--- config.mk ---
export PLATFORM = sky130hd
export DESIGN_NAME = rtc_timekeeper
export DESIGN_NICKNAME = d
export VERILOG_FILES = /design/src/rtl/rtc_tk_pkg.sv /design/src/rtl/rtc_frac_tick.sv /design/src/rtl/rtc_wrap_cnt.sv /design/src/rtl/rtc_cfg_sync.sv /design/src/rtl/rtc_timekeeper.sv
export SDC_FILE = /design/constraint.sdc
export NUM_CORES = 1
export LEC_CHECK = 0
export ABC_AREA = 1
export BUFFER_PORTS_ARGS = -buffer_cell sky130_fd_sc_hd__buf_2
export CORE_ASPECT_RATIO = 1.4
export CORE_MARGIN = 1.5
export CORE_UTILIZATION = 61
export CTS_BUF_LIST = sky130_fd_sc_hd__clkbuf_16
export DETAILED_ROUTE_END_ITERATION = 12
export PLACE_DENSITY = 0.83
export SKIP_LAST_GASP = 1
export SYNTH_ARGS = -nofsm -noshare
export SYNTH_HDL_FRONTEND = slang
export SYNTH_SLANG_ARGS = --single-unit
--- constraint.sdc ---
create_clock -name clk -period 5 [get_ports clk]
set_input_delay 0.5 -clock clk [delete_from_list [all_inputs] [get_ports clk]]
set_output_delay 0.5 -clock clk [all_outputs]
set_load 0.02 [all_outputs]
--- src/rtl/rtc_tk_pkg.sv ---
`timescale 1ns/1ps
package rtc_tk_pkg;
   localparam int DATA_W = 8;
   localparam int ADDR_W = 3;
   localparam int NUM_FIELDS = 4;

   typedef enum logic [ADDR_W-1:0] {
      REG_HSEC = 3'd0,
      REG_SEC  = 3'd1,
      REG_MIN  = 3'd2,
      REG_HOUR = 3'd3,
      REG_KEY  = 3'd4,
      REG_CFG  = 3'd5,
      REG_FLAG = 3'd6,
      REG_NONE = 3'd7
   } rtc_reg_e;

   localparam logic [DATA_W-1:0] UNLOCK_KEY = 8'hEA;
endpackage

--- src/rtl/rtc_frac_tick.sv ---
`timescale 1ns/1ps
module rtc_frac_tick #(
   parameter int REF_HZ = 32768,
   parameter int RATE   = 100
) (
   input  logic clk,
   input  logic rst_n,
   input  logic ref_tick_i,
   output logic step_o
);
   localparam int ACC_W = $clog2(REF_HZ + RATE);
   localparam logic [ACC_W-1:0] REF_V  = ACC_W'(REF_HZ);
   localparam logic [ACC_W-1:0] RATE_V = ACC_W'(RATE);

   if (2 * RATE > REF_HZ) begin : g_bad_rate
      $error("rtc_frac_tick: RATE must not exceed half of REF_HZ");
   end

   logic [ACC_W-1:0] acc_q;
   logic [ACC_W-1:0] sum;

   assign sum    = acc_q + RATE_V;
   assign step_o = ref_tick_i && (sum >= REF_V);

   always_ff @(posedge clk or negedge rst_n) begin
      if (!rst_n) begin
         acc_q <= '0;
      end else if (ref_tick_i) begin
         acc_q <= step_o ? (sum - REF_V) : sum;
      end
   end

   assert_step_sparse_R1: assert property (@(posedge clk) disable iff (!rst_n)
      step_o |=> !step_o);
endmodule

--- src/rtl/rtc_wrap_cnt.sv ---
`timescale 1ns/1ps
module rtc_wrap_cnt #(
   parameter int W = 8
) (
   input  logic         clk,
   input  logic         rst_n,
   input  logic         step_i,
   input  logic         load_i,
   input  logic [W-1:0] load_val_i,
   input  logic [W-1:0] last_i,
   output logic [W-1:0] value_o,
   output logic         carry_o
);
   if (W < 1) begin : g_bad_w
      $error("rtc_wrap_cnt: W must be positive");
   end

   logic [W-1:0] value_q;

   assign value_o = value_q;
   assign carry_o = step_i && !load_i && (value_q >= last_i);

   always_ff @(posedge clk or negedge rst_n) begin
      if (!rst_n) begin
         value_q <= '0;
      end else if (load_i) begin
         value_q <= load_val_i;
      end else if (step_i) begin
         value_q <= carry_o ? '0 : value_q + 1'b1;
      end
   end

   assert_wrap_zero_R2: assert property (@(posedge clk) disable iff (!rst_n)
      carry_o |=> (value_o == '0));
endmodule

--- src/rtl/rtc_cfg_sync.sv ---
`timescale 1ns/1ps
module rtc_cfg_sync #(
   parameter int W      = 1,
   parameter int STAGES = 2
) (
   input  logic         clk,
   input  logic         rst_n,
   input  logic         wr_i,
   input  logic [W-1:0] wr_val_i,
   input  logic         slow_tick_i,
   output logic [W-1:0] active_o
);
   if (STAGES < 1) begin : g_bad_stages
      $error("rtc_cfg_sync: STAGES must be at least one");
   end

   logic [W-1:0] shadow_q;
   logic [W-1:0] pipe_q [STAGES];

   always_ff @(posedge clk or negedge rst_n) begin
      if (!rst_n) begin
         shadow_q <= '0;
      end else if (wr_i) begin
         shadow_q <= wr_val_i;
      end
   end

   for (genvar k = 0; k < STAGES; k++) begin : g_stage
      always_ff @(posedge clk or negedge rst_n) begin
         if (!rst_n) begin
            pipe_q[k] <= '0;
         end else if (slow_tick_i) begin
            if (k == 0) begin
               pipe_q[k] <= shadow_q;
            end else begin
               pipe_q[k] <= pipe_q[(k == 0) ? 0 : k - 1];
            end
         end
      end
   end

   assign active_o = pipe_q[STAGES-1];

   assert_cfg_slow_only_R8: assert property (@(posedge clk) disable iff (!rst_n)
      !slow_tick_i |=> $stable(active_o));
endmodule

--- src/rtl/rtc_timekeeper.sv ---
`timescale 1ns/1ps
module rtc_timekeeper
   import rtc_tk_pkg::*;
#(
   parameter int CNT_W        = 8,
   parameter int REF_HZ       = 32768,
   parameter int TICK_RATE    = 100,
   parameter int HSEC_COUNT   = 100,
   parameter int SEC_COUNT    = 60,
   parameter int MIN_COUNT    = 60,
   parameter int DAY_HOURS    = 24,
   parameter int LONG_HOURS   = 256,
   parameter int CFG_STAGES   = 2,
   parameter bit LONG_HOUR_EN = 1'b1
) (
   input  logic              clk,
   input  logic              rst_n,
   input  logic              ref_tick,
   input  logic              slow_tick,
   input  logic              wr_en,
   input  logic [ADDR_W-1:0] wr_addr,
   input  logic [DATA_W-1:0] wr_data,
   output logic [CNT_W-1:0]  hsec_o,
   output logic [CNT_W-1:0]  sec_o,
   output logic [CNT_W-1:0]  min_o,
   output logic [CNT_W-1:0]  hour_o,
   output logic              mode_256h_o,
   output logic              midnight_o,
   output logic              irq_pending_o,
   output logic              wake_o
);
   localparam int MAX_COUNT = 2 ** CNT_W;
   localparam logic [CNT_W-1:0] HSEC_LAST = CNT_W'(HSEC_COUNT - 1);
   localparam logic [CNT_W-1:0] SEC_LAST  = CNT_W'(SEC_COUNT - 1);
   localparam logic [CNT_W-1:0] MIN_LAST  = CNT_W'(MIN_COUNT - 1);
   localparam logic [CNT_W-1:0] DAY_LAST  = CNT_W'(DAY_HOURS - 1);
   localparam logic [CNT_W-1:0] LONG_LAST = CNT_W'(LONG_HOURS - 1);

   if (HSEC_COUNT > MAX_COUNT || SEC_COUNT > MAX_COUNT || MIN_COUNT > MAX_COUNT ||
       DAY_HOURS > MAX_COUNT || LONG_HOURS > MAX_COUNT) begin : g_bad_count
      $error("rtc_timekeeper: a wrap count does not fit CNT_W");
   end
   if (CNT_W < DATA_W) begin : g_bad_width
      $error("rtc_timekeeper: CNT_W must cover the host data width");
   end

   rtc_reg_e          addr_e;
   logic [DATA_W-1:0] key_q;
   logic              key_open;
   logic              wr_time;
   logic              hsec_step;
   logic              flag_q;
   logic              wake_q;
   logic              flag_clear;
   logic              mode_active;

   logic [CNT_W-1:0] cnt_v   [NUM_FIELDS];
   logic [CNT_W-1:0] last_v  [NUM_FIELDS];
   logic             step_v  [NUM_FIELDS];
   logic             carry_v [NUM_FIELDS];
   logic             load_v  [NUM_FIELDS];

   assign addr_e     = rtc_reg_e'(wr_addr);
   assign key_open   = (key_q == UNLOCK_KEY);
   assign wr_time    = wr_en && key_open;
   assign flag_clear = wr_en && (addr_e == REG_FLAG) && wr_data[0];

   // unlock key: held until the host rewrites it
   always_ff @(posedge clk or negedge rst_n) begin
      if (!rst_n) begin
         key_q <= '0;
      end else if (wr_en && addr_e == REG_KEY) begin
         key_q <= wr_data;
      end
   end

   rtc_frac_tick #(
      .REF_HZ (REF_HZ),
      .RATE   (TICK_RATE)
   ) frac_i (
      .clk        (clk),
      .rst_n      (rst_n),
      .ref_tick_i (ref_tick),
      .step_o     (hsec_step)
   );

   rtc_cfg_sync #(
      .W      (1),
      .STAGES (CFG_STAGES)
   ) cfg_i (
      .clk         (clk),
      .rst_n       (rst_n),
      .wr_i        (wr_en && addr_e == REG_CFG),
      .wr_val_i    (wr_data[0]),
      .slow_tick_i (slow_tick),
      .active_o    (mode_active)
   );

   assign last_v[0] = HSEC_LAST;
   assign last_v[1] = SEC_LAST;
   assign last_v[2] = MIN_LAST;

   if (LONG_HOUR_EN) begin : g_long_hour
      assign last_v[3] = mode_active ? LONG_LAST : DAY_LAST;
   end else begin : g_day_hour
      assign last_v[3] = DAY_LAST;
   end

   for (genvar i = 0; i < NUM_FIELDS; i++) begin : g_field
      if (i == 0) begin : g_first
         assign step_v[i] = hsec_step;
      end else begin : g_next
         assign step_v[i] = carry_v[(i == 0) ? 0 : i - 1];
      end
      assign load_v[i] = wr_time && (wr_addr == ADDR_W'(i));

      rtc_wrap_cnt #(
         .W (CNT_W)
      ) cnt_i (
         .clk        (clk),
         .rst_n      (rst_n),
         .step_i     (step_v[i]),
         .load_i     (load_v[i]),
         .load_val_i (CNT_W'(wr_data)),
         .last_i     (last_v[i]),
         .value_o    (cnt_v[i]),
         .carry_o    (carry_v[i])
      );
   end

   // midnight flag: set wins over a clear in the same cycle
   always_ff @(posedge clk or negedge rst_n) begin
      if (!rst_n) begin
         flag_q <= 1'b0;
         wake_q <= 1'b0;
      end else begin
         wake_q <= carry_v[3];
         if (carry_v[3]) begin
            flag_q <= 1'b1;
         end else if (flag_clear) begin
            flag_q <= 1'b0;
         end
      end
   end

   assign hsec_o        = cnt_v[0];
   assign sec_o         = cnt_v[1];
   assign min_o         = cnt_v[2];
   assign hour_o        = cnt_v[3];
   assign mode_256h_o   = mode_active;
   assign midnight_o    = flag_q;
   assign irq_pending_o = flag_q;
   assign wake_o        = wake_q;

   assert_locked_write_R3: assert property (@(posedge clk) disable iff (!rst_n)
      (wr_en && addr_e == REG_HOUR && !key_open && !carry_v[2]) |=> $stable(hour_o));

   assert_key_holds_R4: assert property (@(posedge clk) disable iff (!rst_n)
      (key_open && !(wr_en && addr_e == REG_KEY)) |=> key_open);

   assert_wrap_sets_flag_R5: assert property (@(posedge clk) disable iff (!rst_n)
      $rose(midnight_o) |-> (hour_o == '0));

   assert_flag_sticky_R6: assert property (@(posedge clk) disable iff (!rst_n)
      (midnight_o && !flag_clear) |=> midnight_o);

   assert_wake_single_R7: assert property (@(posedge clk) disable iff (!rst_n)
      wake_o |=> !wake_o);
endmodule

==> impl_metrics.toml <==
[logic_synthesis]
yosysTopAreaCell = "dfrtp_1"
avgSynthCellArea_sq_um = 8.36
yosysSeqAreaShare_pct = 44.8
ys_ff_latch = 59
synthDistinctLibCells = 37
ys_warn_count = 0
synthCells = 394
synth-edff-count = 0
synth_area_leaders = "dfrtp_1, nand2_1, inv_1"
synth_top_area_share_pct = 44.8
netlist_area_sq_um = 3290
mappedNetlistNets = 419
ys_dominant_reg_cell = "dfrtp_1"
async_reset_ff_share_pct = 100

[sta]
max_freq_mhz = 503
tns_ns = 0
maxSlewHeadroom_pct = 50.1
skew_ns = 0.00821
post-route-min-period_ns = 1.99
drv_slew = 0
hold_viol_final = 0
hold-worst-slack_ns = 0.308
grt_setup_unrepaired = "no"
finalCritPeriodShare_pct = 39.7
worstMarginPinSlew_ns = 0.749
setup_viol = 0

[critical_path]
cp.arrival_ns = 2.23
crit_type = "flop to flop"
required_ns = 5.24
cp-end-kind = "flop"
path_max_fanout = 6
cp-start-kind = "flop"

[cts]
post_cts_buffers = 0
cts_htree_levels = 3
clk_pin_slew_ns = 0.05
cts_root_buf = "clkbuf_16"
worstSkewPairLatency_ns = 0.33
cts_tree = "built"
clockBufferDepth = 2
cts.sinks = 59
numCtsBuffers = 9
holdBufCountCts = 0
cts_resized = 0

[routing]
drt-initial-drc-count = 229
remaining_drc_errors = 0
drt_wl_total_um = 8210
firstDrtPassIters = 5
viasPerCell = 5.84
postRouteAntennaNets = 0
wl_per_cell_um = 15.7
via_count = 3046

[power_and_ir_drop]
p_clk_share_pct = 44.7
vdd_drop_max_v = 0.000353
p_leak_nw = 2.02
power_frac_comb_pct = 15.6
swShare_pct = 27.5
p_seq_share_pct = 39.8
intPower_mw = 1.13
power.net_switching_mw = 0.429
power_density_nw_per_um2 = 397

[finish]
n_fill_cell = 389
final_common_cell = "nand2_1"
nets = 476
mostFrequentLayoutCells = "nand2_1, dfrtp_1, buf_2, inv_1"
area_growth_pct = 19.1
diodes = 0
drive_gt1_share_pct = 19.1

[floorplan]
core.rowCount = 31
ios = 52
dieWidth_um = 65.1
start_util_pct = 63.4
die_y_um = 90.0
core_sq_um = 5200
die_area_sq_um = 5860

[grt]
grt_pass1_wl_um = 13400
grt_max_degree = 60
gr-total-overflow = 0
track_usage_pct = 29.6
antenna_found_initial = 0
grt_pass1_vias = 2923

[place]
dp_hpwl_um = 5800
gp_congestion = 0.906
port_buffers = 51

[hold_path]
holdCritPathClass = "input pin to async pin"

[run_status]
status = "completed"

[run]
max-cap-violations = 0
path summary, 6_finish.rpt:
check	start	endpoint	slack, ns	cells past startpoint
worst max-delay path	g_field[0].cnt_i.value_o[0]	g_field[0].cnt_i.value_o[4]	3.01	8
worst min-delay path	rst_n	cfg_i.active_o	0.31	2
min in group clk	slow_tick	cfg_i.active_o	0.41	2
worst max register to register	g_field[0].cnt_i.value_o[0]	g_field[0].cnt_i.value_o[4]	3.01	8
max in group asynchronous	rst_n	frac_i.acc_q[4]	4.17	2
worst min register to register	frac_i.acc_q[14]	frac_i.acc_q[14]	0.47	1
cell usage after synthesis (7+ instances only):
master / instances
dfrtp_1: 59
inv_1: 46
o21ai_0: 12
nand3_1: 33
o211ai_1: 7
nand4_1: 19
nor2_1: 33
ha_1: 9
nor3_1: 9
nand2_1: 94
o221ai_1: 7
xor2_1: 17
power by group through the flow:
| stage | clock network [mW] | logic [mW] | registers, mW |
|---|---|---|---|
| 2_1_floorplan | 0 | 0.164 | 0.624 |
| 3_3_place_gp | 0 | 0.229 | 0.622 |
| 3_5_place_dp | 0 | 0.242 | 0.626 |
| 4_1_cts | 0.697 | 0.246 | 0.620 |
| 5_1_grt | 0.714 | 0.275 | 0.629 |
| 6_report | 0.696 | 0.242 | 0.620 |
through the flow:
step	setup WS [ns]	instances	utilization (%)	power [mW]	cell area [sq um]
after floorplan	3.18	394	-	0.789	3290
after global placement	3.00	506	69.1	0.851	3590
after detailed placement	3.00	506	69.1	0.869	3590
after CTS	3.02	522	75.5	1.56	3920
after global routing	2.82	522	75.5	1.62	3920
final	3.01	522	75.5	1.56	3920
registers in the layout (all words and copies together), names as in the netlist:
| register | flops |
|---|---|
| cfg_i.active_o | 1 |
| cfg_i.pipe_q | 1 |
| cfg_i.shadow_q | 1 |
| frac_i.acc_q | 14 |
| g_field.cnt_i.value_o | 32 |
| irq_pending_o | 1 |
| key_q | 8 |
| wake_o | 1 |
kinds of logic after synthesis:
kind of cell / share of synthesized area (%)
xor gates and xnor gates: 5.85
AOI/OAI and AO/OA: 7.37
DFF: 44.8
buffers and inverters: 7.10
adders and majority gates: 3.42
and+or+nand+nor: 31.1
muxes: 0.342
worst max-delay path, cell delays in order, from the launching register on:
cell      delay [ns]
dfrtp_1         0.42
ha_1            0.23
nor2_1          0.12
nand3_1         0.08
nand3_1         0.09
nand2_1         0.14
nor3_1          0.55
nand3b_1        0.17
o221ai_1        0.10
final cells by class:
cell class | instances | area [sq um] | share of cell area (%)
multi-input cells | 280 | 1580 | 40.4
flip-flops and latches | 59 | 1480 | 37.6
repair buffers | 52 | 263 | 6.70
clock buffers | 9 | 225 | 5.74
inverters | 49 | 184 | 4.69
clock inverters | 7 | 108 | 2.74
well taps | 66 | 82.6 | 2.11
metal layers:
layer | track usage (%) | up-vias | wire length (um)
li1 | - | 1429 | -
met1 | 33.6 | 1469 | 3200
met2 | 51.4 | 125 | 4320
met3 | 6.63 | 23 | 435
met4 | 14.6 | 0 | 253
met5 | 0 | - | 0
No activity file was read; power rests on OpenSTA's default activity.
